$ cat src/rtl/vbs_pkg.sv
package vbs_pkg;
  localparam int CODE_W = 3;

  typedef enum logic {ST_IDLE, ST_RUN} vbs_state_e;

  // accepted lock codes
  function automatic logic code_is_lock(input logic [CODE_W-1:0] c);
    return (c == 3'b010) || (c == 3'b101);
  endfunction

  // non-lock code with MSB set asks for a higher band
  function automatic logic code_wants_up(input logic [CODE_W-1:0] c);
    return c[CODE_W-1] && !code_is_lock(c);
  endfunction

  function automatic logic code_wants_down(input logic [CODE_W-1:0] c);
    return !c[CODE_W-1] && !code_is_lock(c);
  endfunction
endpackage

$ cat src/rtl/vbs_code_classifier.sv
module vbs_code_classifier
  import vbs_pkg::*;
(
  input  logic [CODE_W-1:0] code_i,
  output logic              lock_o,
  output logic              up_o,
  output logic              down_o
);
  always_comb begin
    lock_o = code_is_lock(code_i);
    up_o   = code_wants_up(code_i);
    down_o = code_wants_down(code_i);
  end
endmodule

$ cat src/rtl/vbs_settle_timer.sv
module vbs_settle_timer #(
  parameter int W = 8
) (
  input  logic         clk,
  input  logic         rst_n,
  input  logic         load_i,
  input  logic [W-1:0] load_val_i,
  input  logic         tick_i,
  output logic         zero_o
);
  logic [W-1:0] cnt_q;

  always_ff @(posedge clk) begin
    if (!rst_n)                        cnt_q <= '0;
    else if (load_i)                   cnt_q <= load_val_i;
    else if (tick_i && cnt_q != '0)    cnt_q <= cnt_q - W'(1);
  end

  assign zero_o = (cnt_q == '0);
endmodule

$ cat src/rtl/vbs_band_search.sv
module vbs_band_search
  import vbs_pkg::*;
#(
  parameter int NUM_BANDS = 24,
  parameter int SETTLE_W  = 8,
  parameter int BAND_W    = $clog2(NUM_BANDS)
) (
  input  logic                clk,
  input  logic                rst_n,
  input  logic                start_i,
  input  logic                auto_en_i,
  input  logic [BAND_W-1:0]   start_band_i,
  input  logic [SETTLE_W-1:0] settle_len_i,
  input  logic                tick_i,
  input  logic [2:0]          adc_code_i,
  input  logic                adc_en_i,
  input  logic                adc_latch_i,
  output logic [BAND_W-1:0]   band_o,
  output logic                search_idle_o,
  output logic                search_ok_o,
  output logic [2:0]          code_rb_o
);
  localparam logic [BAND_W-1:0] LAST_BAND = BAND_W'(NUM_BANDS - 1);

  vbs_state_e        state_q;
  logic [BAND_W-1:0] band_q, evals_q;
  logic              ok_q;
  logic [2:0]        rb_q;

  // named internal events
  logic start_ok_w, start_bad_w, run_w, settled_w;
  logic eval_w, lock_w, up_w, down_w, at_edge_w, limit_w, fail_w, adv_w, man_latch_w;

  vbs_code_classifier u_cls (
    .code_i (adc_code_i),
    .lock_o (lock_w),
    .up_o   (up_w),
    .down_o (down_w)
  );

  vbs_settle_timer #(.W(SETTLE_W)) u_tmr (
    .clk        (clk),
    .rst_n      (rst_n),
    .load_i     (start_ok_w || adv_w),
    .load_val_i (settle_len_i),
    .tick_i     (tick_i),
    .zero_o     (settled_w)
  );

  always_comb begin
    start_ok_w  = start_i && auto_en_i;
    start_bad_w = start_band_i > LAST_BAND;
    run_w       = (state_q == ST_RUN);
    eval_w      = run_w && settled_w && !start_ok_w;
    at_edge_w   = (down_w && band_q == '0) || (up_w && band_q == LAST_BAND);
    limit_w     = (evals_q == LAST_BAND);
    fail_w      = eval_w && !lock_w && (at_edge_w || limit_w);
    adv_w       = eval_w && !lock_w && !fail_w;
    man_latch_w = !run_w && !auto_en_i && adc_en_i && adc_latch_i;
  end

  always_ff @(posedge clk) begin
    if (!rst_n) begin
      state_q <= ST_IDLE;
      band_q  <= '0;
      evals_q <= '0;
      ok_q    <= 1'b0;
      rb_q    <= '0;
    end else if (start_ok_w) begin
      band_q  <= start_band_i;
      evals_q <= '0;
      ok_q    <= 1'b0;
      state_q <= start_bad_w ? ST_IDLE : ST_RUN;
    end else if (eval_w) begin
      rb_q <= adc_code_i;
      if (lock_w) begin
        ok_q    <= 1'b1;
        state_q <= ST_IDLE;
      end else if (fail_w) begin
        state_q <= ST_IDLE;
      end else begin
        band_q  <= up_w ? band_q + BAND_W'(1) : band_q - BAND_W'(1);
        evals_q <= evals_q + BAND_W'(1);
      end
    end else if (!run_w && !auto_en_i) begin
      band_q <= start_band_i;
      if (man_latch_w) rb_q <= adc_code_i;
    end
  end

  assign band_o        = band_q;
  assign search_idle_o = (state_q == ST_IDLE);
  assign search_ok_o   = ok_q;
  assign code_rb_o     = rb_q;


  band_in_range_chk: assert property (@(posedge clk) disable iff (!rst_n)
    !search_idle_o |-> band_o <= LAST_BAND);


  idle_falls_on_start_chk: assert property (@(posedge clk) disable iff (!rst_n)
    $fell(search_idle_o) |-> $past(start_i && auto_en_i));


  band_held_while_settling_chk: assert property (@(posedge clk) disable iff (!rst_n)
    (run_w && !settled_w && !start_ok_w) |=> $stable(band_o));


  ok_only_when_idle_chk: assert property (@(posedge clk) disable iff (!rst_n)
    $rose(search_ok_o) |-> search_idle_o);


  single_step_chk: assert property (@(posedge clk) disable iff (!rst_n)
    (run_w && eval_w) |=> (band_o == $past(band_o)) ||
                          (band_o == $past(band_o) + BAND_W'(1)) ||
                          (band_o + BAND_W'(1) == $past(band_o)));


  readback_source_chk: assert property (@(posedge clk) disable iff (!rst_n)
    !$stable(code_rb_o) |-> $past(eval_w || man_latch_w));
endmodule

$ cat config.mk
export PLATFORM = sky130hd
export DESIGN_NAME = vbs_band_search
export DESIGN_NICKNAME = d
export VERILOG_FILES = /design/src/rtl/vbs_pkg.sv /design/src/rtl/vbs_code_classifier.sv /design/src/rtl/vbs_settle_timer.sv /design/src/rtl/vbs_band_search.sv
export SDC_FILE = /design/constraint.sdc
export NUM_CORES = 1
export LEC_CHECK = 0
export ABC_CLOCK_PERIOD_IN_PS = 2500
export BUFFER_PORTS_ARGS = -buffer_cell sky130_fd_sc_hd__buf_2
export CAP_MARGIN = 15
export CORE_ASPECT_RATIO = 0.75
export CORE_MARGIN = 3
export CORE_UTILIZATION = 53
export CTS_CLUSTER_DIAMETER = 80
export DETAILED_ROUTE_END_ITERATION = 8
export PLACE_DENSITY = 0.83
export SKIP_LAST_GASP = 1
export SYNTH_ARGS = -nofsm -noshare
export SYNTH_HDL_FRONTEND = slang
export SYNTH_SLANG_ARGS = --single-unit
$ cat constraint.sdc
create_clock -name clk -period 2.5 [get_ports clk]
set_input_delay 0.375 -clock clk [delete_from_list [all_inputs] [get_ports clk]]
set_output_delay 0.375 -clock clk [all_outputs]
set_load 0.01 [all_outputs]
# Yosys cells after proc, flatten, opt, wreduce, memory -nomap -nowiden
# Index checks and enable logic that the tools add are counted.
# totals
register_bits	23
in_bits	23
word_cells	77
# op_classes
addsub	4
order_cmp	1
n_eq_ne	6
n_mux	16
n_bitwise	5
n_reduce_logical	39
# ops
operator	n
2-to-1 mux 5 bit	6
2-to-1 mux 8 bit	2
logical AND 1 bit	14
adder 5 x 1 -> 5 bit, second input constant	2
== test 5 bit, second input constant	2
2-to-1 mux 3 bit	3
AND reduction 3 bit	3
logical NOT 8 bit	1
nonzero test 2 bit	4
nonzero test 8 bit	1
subtractor 8 x 1 -> 8 bit, second input constant	1
logical NOT 1 bit	6
!= test 3 bit, second input constant	2
nonzero test 3 bit	2
greater-than comparator 5 bit, second input constant	1
logical NOT 5 bit	1
2-to-1 mux 1 bit	5
NOT 1 bit	5
subtractor 5 x 1 -> 5 bit, second input constant	1
logical OR 1 bit	4
AND reduction 2 bit	2
== test 3 x 2 -> 1 bit, second input constant	1
== test 3 bit, second input constant	1
OR reduction 2 bit	1

# Longest topological paths before layout
# depth
depth_word	12
mapped_depth	9
depth_no_buf	9

# Cells and area by module
# From an unflattened synthesis, not the netlist that was laid out.
# unflattened
hier_cells	182
hier_area_um2	1549.0
# modules_own_cells
mod	instances	cells_each	area_per_inst_um2	seq_area_each_um2
vbs_band_search	1	118	1002.2	300.3
vbs_settle_timer	1	58	508.0	160.2
vbs_code_classifier	1	6	38.8	0.0

# Least setup slack after synthesis
# OpenSTA, ideal clock, no wires.
# synth_timing
kind	reg2reg
start	register u_tmr.cnt_q[0]
end	register evals_q[3]
setup_ns	0.070
arrival_time_ns	2.060
required_time_ns	2.430
slack_ns	0.370
stages_incl_launch_ff	9
path_buffers	1
path_cell_list	dfxtp_1 inv_1 ha_1 nor3b_2 nand4_4 or4_1 buf_2 or3_1 a21oi_1
# synth_between
elab_chain_cells	7
# synth_rtl
element	line	text
start: declaration	vbs_settle_timer.sv:11	logic [W-1:0] cnt_q;
start signal: assignment	vbs_settle_timer.sv:15	else if (load_i) cnt_q <= load_val_i;
start signal: assignment	vbs_settle_timer.sv:16	else if (tick_i && cnt_q != '0) cnt_q <= cnt_q - W'(1);
logical NOT 8 bit *	vbs_settle_timer.sv:19	assign zero_o = (cnt_q == '0);
logical AND 1 bit * (2 in a row)	vbs_band_search.sv:54	eval_w = run_w && settled_w && !start_ok_w;
logical AND 1 bit (2 in a row)	vbs_band_search.sv:57	fail_w = eval_w && !lock_w && (at_edge_w || limit_w);
NOT 1 bit (no line)	-	
AND reduction 3 bit (no line) *	-	
end signal: assignment	vbs_band_search.sv:83	evals_q <= evals_q + BAND_W'(1);
end: declaration	vbs_band_search.sv:26	logic [BAND_W-1:0] band_q, evals_q;
# Every way passes the cells marked *; elsewhere a longest branch is shown, timed or not.
# A chain may end at the register's enable or synchronous reset.

# Worst setup path in the final report
# Same ends and word-level chain as after synthesis.

==> results.json <==
{
  "io_pins": 33,
  "required_ns": 2.76,
  "fillers": 197,
  "numPortBuffers": 32,
  "area_delta_synth_final_pct": 15.0,
  "routed_wl_um": 3370,
  "cap_violations": 0,
  "postCtsHoldBufs": 0,
  "hold_viol": 0,
  "path_delay_family": "simple AND/OR/NAND/NOR gates",
  "crit_type": "register to register",
  "layout_common_cells": "buf_2 (32), dfxtp_1 (23), nor2_1 (20)",
  "setup_viol": 0,
  "slew_headroom_pct": 58.6,
  "syn_inst": 166,
  "crit_fanout": 9,
  "critical_path_arrival_ns": 2.57,
  "grt_pass1_wl_um": 5570,
  "vias": 1356,
  "min_path_type": "input pin to register",
  "place_congestion": 0.849,
  "num_antenna_cells": 0,
  "first_pass_iters": 4,
  "syn-num-nets": 196,
  "tns_ns": 0,
  "clock-sinks": 23,
  "viasPerCell": 5.82,
  "setup_ws_ns": 0.188,
  "htreeDepth": 1,
  "grt_usage_pct": 21.5,
  "post-cts-setup-buffer-count": 0,
  "cts_tree": "built",
  "worstMarginPinSlew_ns": 0.618,
  "start_util_pct": 59.1,
  "overflow": 0,
  "grt_pass1_vias": 1260,
  "ys_ff_latch": 23,
  "powerDensity_nw_per_um2": 559,
  "status": "completed",
  "antenna_found_initial": 0,
  "die_y_um": 51.0,
  "wl_per_cell_um": 14.5,
  "peakVddDrop_mv": 0.289,
  "die_x_um": 66.0,
  "drc": 0,
  "critPathLaunchType": "register",
  "rsz0062_at_grt": "no",
  "grt_max_degree": 16,
  "final_common_cell": "buf_2",
  "crit_slowest_cell": "or4_4",
  "path_cells": "inv_1, ha_1, nor3b_2, nand4_4, or4_4, or3_1, a21oi_1",
  "drive_gt1_share_pct": 24.6,
  "end_kind": "register",
  "ys.flop_type": "dfxtp_1",
  "path_clk_slew_ns": 0.13,
  "finalCritPeriodShare_pct": 92.5,
  "fmax_mhz": 433,
  "critPathMaxStageDelay_ns": 0.52,
  "num_rows": 15,
  "nNetsFinal": 230,
  "synth-edff-count": 0,
  "min_period_ns": 2.31,
  "syn_avg_cell_area_um2": 8.62,
  "ys_seq_area_share_pct": 32.2,
  "core-area_um2": 2420,
  "skew_ns": 0.00843,
  "hpwl_um": 2620,
  "clk_latency_ns": 0.32,
  "drv_slew": 0,
  "yosysUniqueCellTypes": 46,
  "leakage_nw": 0.735,
  "cts-root-buf": "clkbuf_4",
  "cts_buffer_depth": 2,
  "synthesis.area_um2": 1430,
  "cp_num_buf_inv": 1,
  "async_reset_ff_share_pct": 0,
  "cts_made_buffers": 3,
  "drt_iter0_markers": 92,
  "yosys_warnings": 0,
  "dp_slack_ns": 0.125,
  "die_area_um2": 3370,
  "ant_nets": 0
}
[power breakdown]
part	internal (W)	switching, W
registers	0.000400	0.0000466
logic	0.000140	0.000159
clock network	0.0000599	0.000114
total	0.000600	0.000320
[layout make-up]
type / count / area (µm²) / area share (%)
Clock buffer: 3 / 22.5 / 1.37
Clock inverter: 1 / 5.00 / 0.304
Sequential cell: 23 / 460 / 28.0
Multi-Input combinational cell: 127 / 903 / 54.9
Inverter: 12 / 45.0 / 2.74
Tap cell: 34 / 42.5 / 2.58
Timing Repair Buffer: 33 / 168 / 10.2
[cells in the mapped netlist, types with 2 or more instances]
library cell | number | area (µm²)
o211ai_1 | 2 | 15.0
clkbuf_1 | 2 | 7.51
nor2b_1 | 2 | 12.5
nand4b_1 | 3 | 26.3
or3_1 | 5 | 31.3
o31ai_1 | 2 | 15.0
xnor2_1 | 5 | 43.8
xor2_1 | 2 | 17.5
o21ai_0 | 7 | 35.0
inv_1 | 12 | 45.0
nor2_1 | 20 | 75.1
nand2_1 | 9 | 33.8
a31oi_1 | 3 | 18.8
a211oi_1 | 7 | 52.6
nand3_1 | 5 | 25.0
mux2i_1 | 7 | 70.1
ha_1 | 6 | 75.1
dfxtp_1 | 23 | 460
nor4_1 | 3 | 18.8
nand2b_1 | 2 | 12.5
a21oi_1 | 10 | 50.1
o21ai_1 | 3 | 15.0
or4_1 | 2 | 15.0
o2111ai_1 | 2 | 17.5
[worst paths after layout]
check / slack (ns) / start / to / depth (start not counted)
max: 0.19 / u_tmr.cnt_q[0] / evals_q[3] / 7
max reg2reg: 0.19 / u_tmr.cnt_q[0] / evals_q[3] / 7
min reg2reg: 0.50 / evals_q[4] / evals_q[4] / 2
min: 0.29 / settle_len_i[1] / u_tmr.cnt_q[1] / 3
[registers in the layout (all words and copies together), names as in the netlist]
register	flops
u_tmr.cnt_q	8
search_ok_o	1
code_rb_o	3
evals_q	5
band_o	5
run_w	1
[worst register-to-register path: stages, from the launching register on]
cell and delay [ns]:
dfxtp_1 0.36, inv_1 0.13, ha_1 0.23, nor3b_2 0.33
nand4_4 0.20, or4_4 0.52, or3_1 0.37, a21oi_1 0.14
[per-layer routing]
layer	part of all wire, %	vias to the layer above	GRT usage, %	wire [µm]
met3	7.6	2	5.93	258
li1	-	680	-	-
met4	0.39	0	2.36	13
met2	48	45	37.3	1610
met1	44	629	27.4	1490
met5	0	-	0	0
[metrics by stage]
stage               instances  utilization (%)  instance area [µm²]  hold WS, ns  total power (W)
floorplan                 166                -                 1430        0.458         0.000665
global placement          229             66.7                 1620        0.450         0.000735
detailed placement        229             66.7                 1620        0.483         0.000747
CTS                       233             67.9                 1640        0.285         0.000922
global route              233             68.0                 1650        0.293         0.000976
finish                    233             68.0                 1650        0.285         0.000920
[what timing repair did]
item | 4_1_cts | 5_1_grt
setup endpoints to repair | 0 | 3
resized for setup | 0 | 1
endpoints found under the hold margin | 0 | 0
[kinds of logic (layout without fill, tap and decap cells)]
logic type | Yosys count | after routing | share of synthesized area (%)
simple gates | 64 | 64 | 27.6
compound gates | 42 | 42 | 19.4
flops | 23 | 23 | 32.2
buf+inv | 16 | 49 | 4.98
fa+ha+maj | 7 | 7 | 6.64
xor+xnor | 7 | 7 | 4.28
mux | 7 | 7 | 4.90
(Power assumes the default switching activity.)
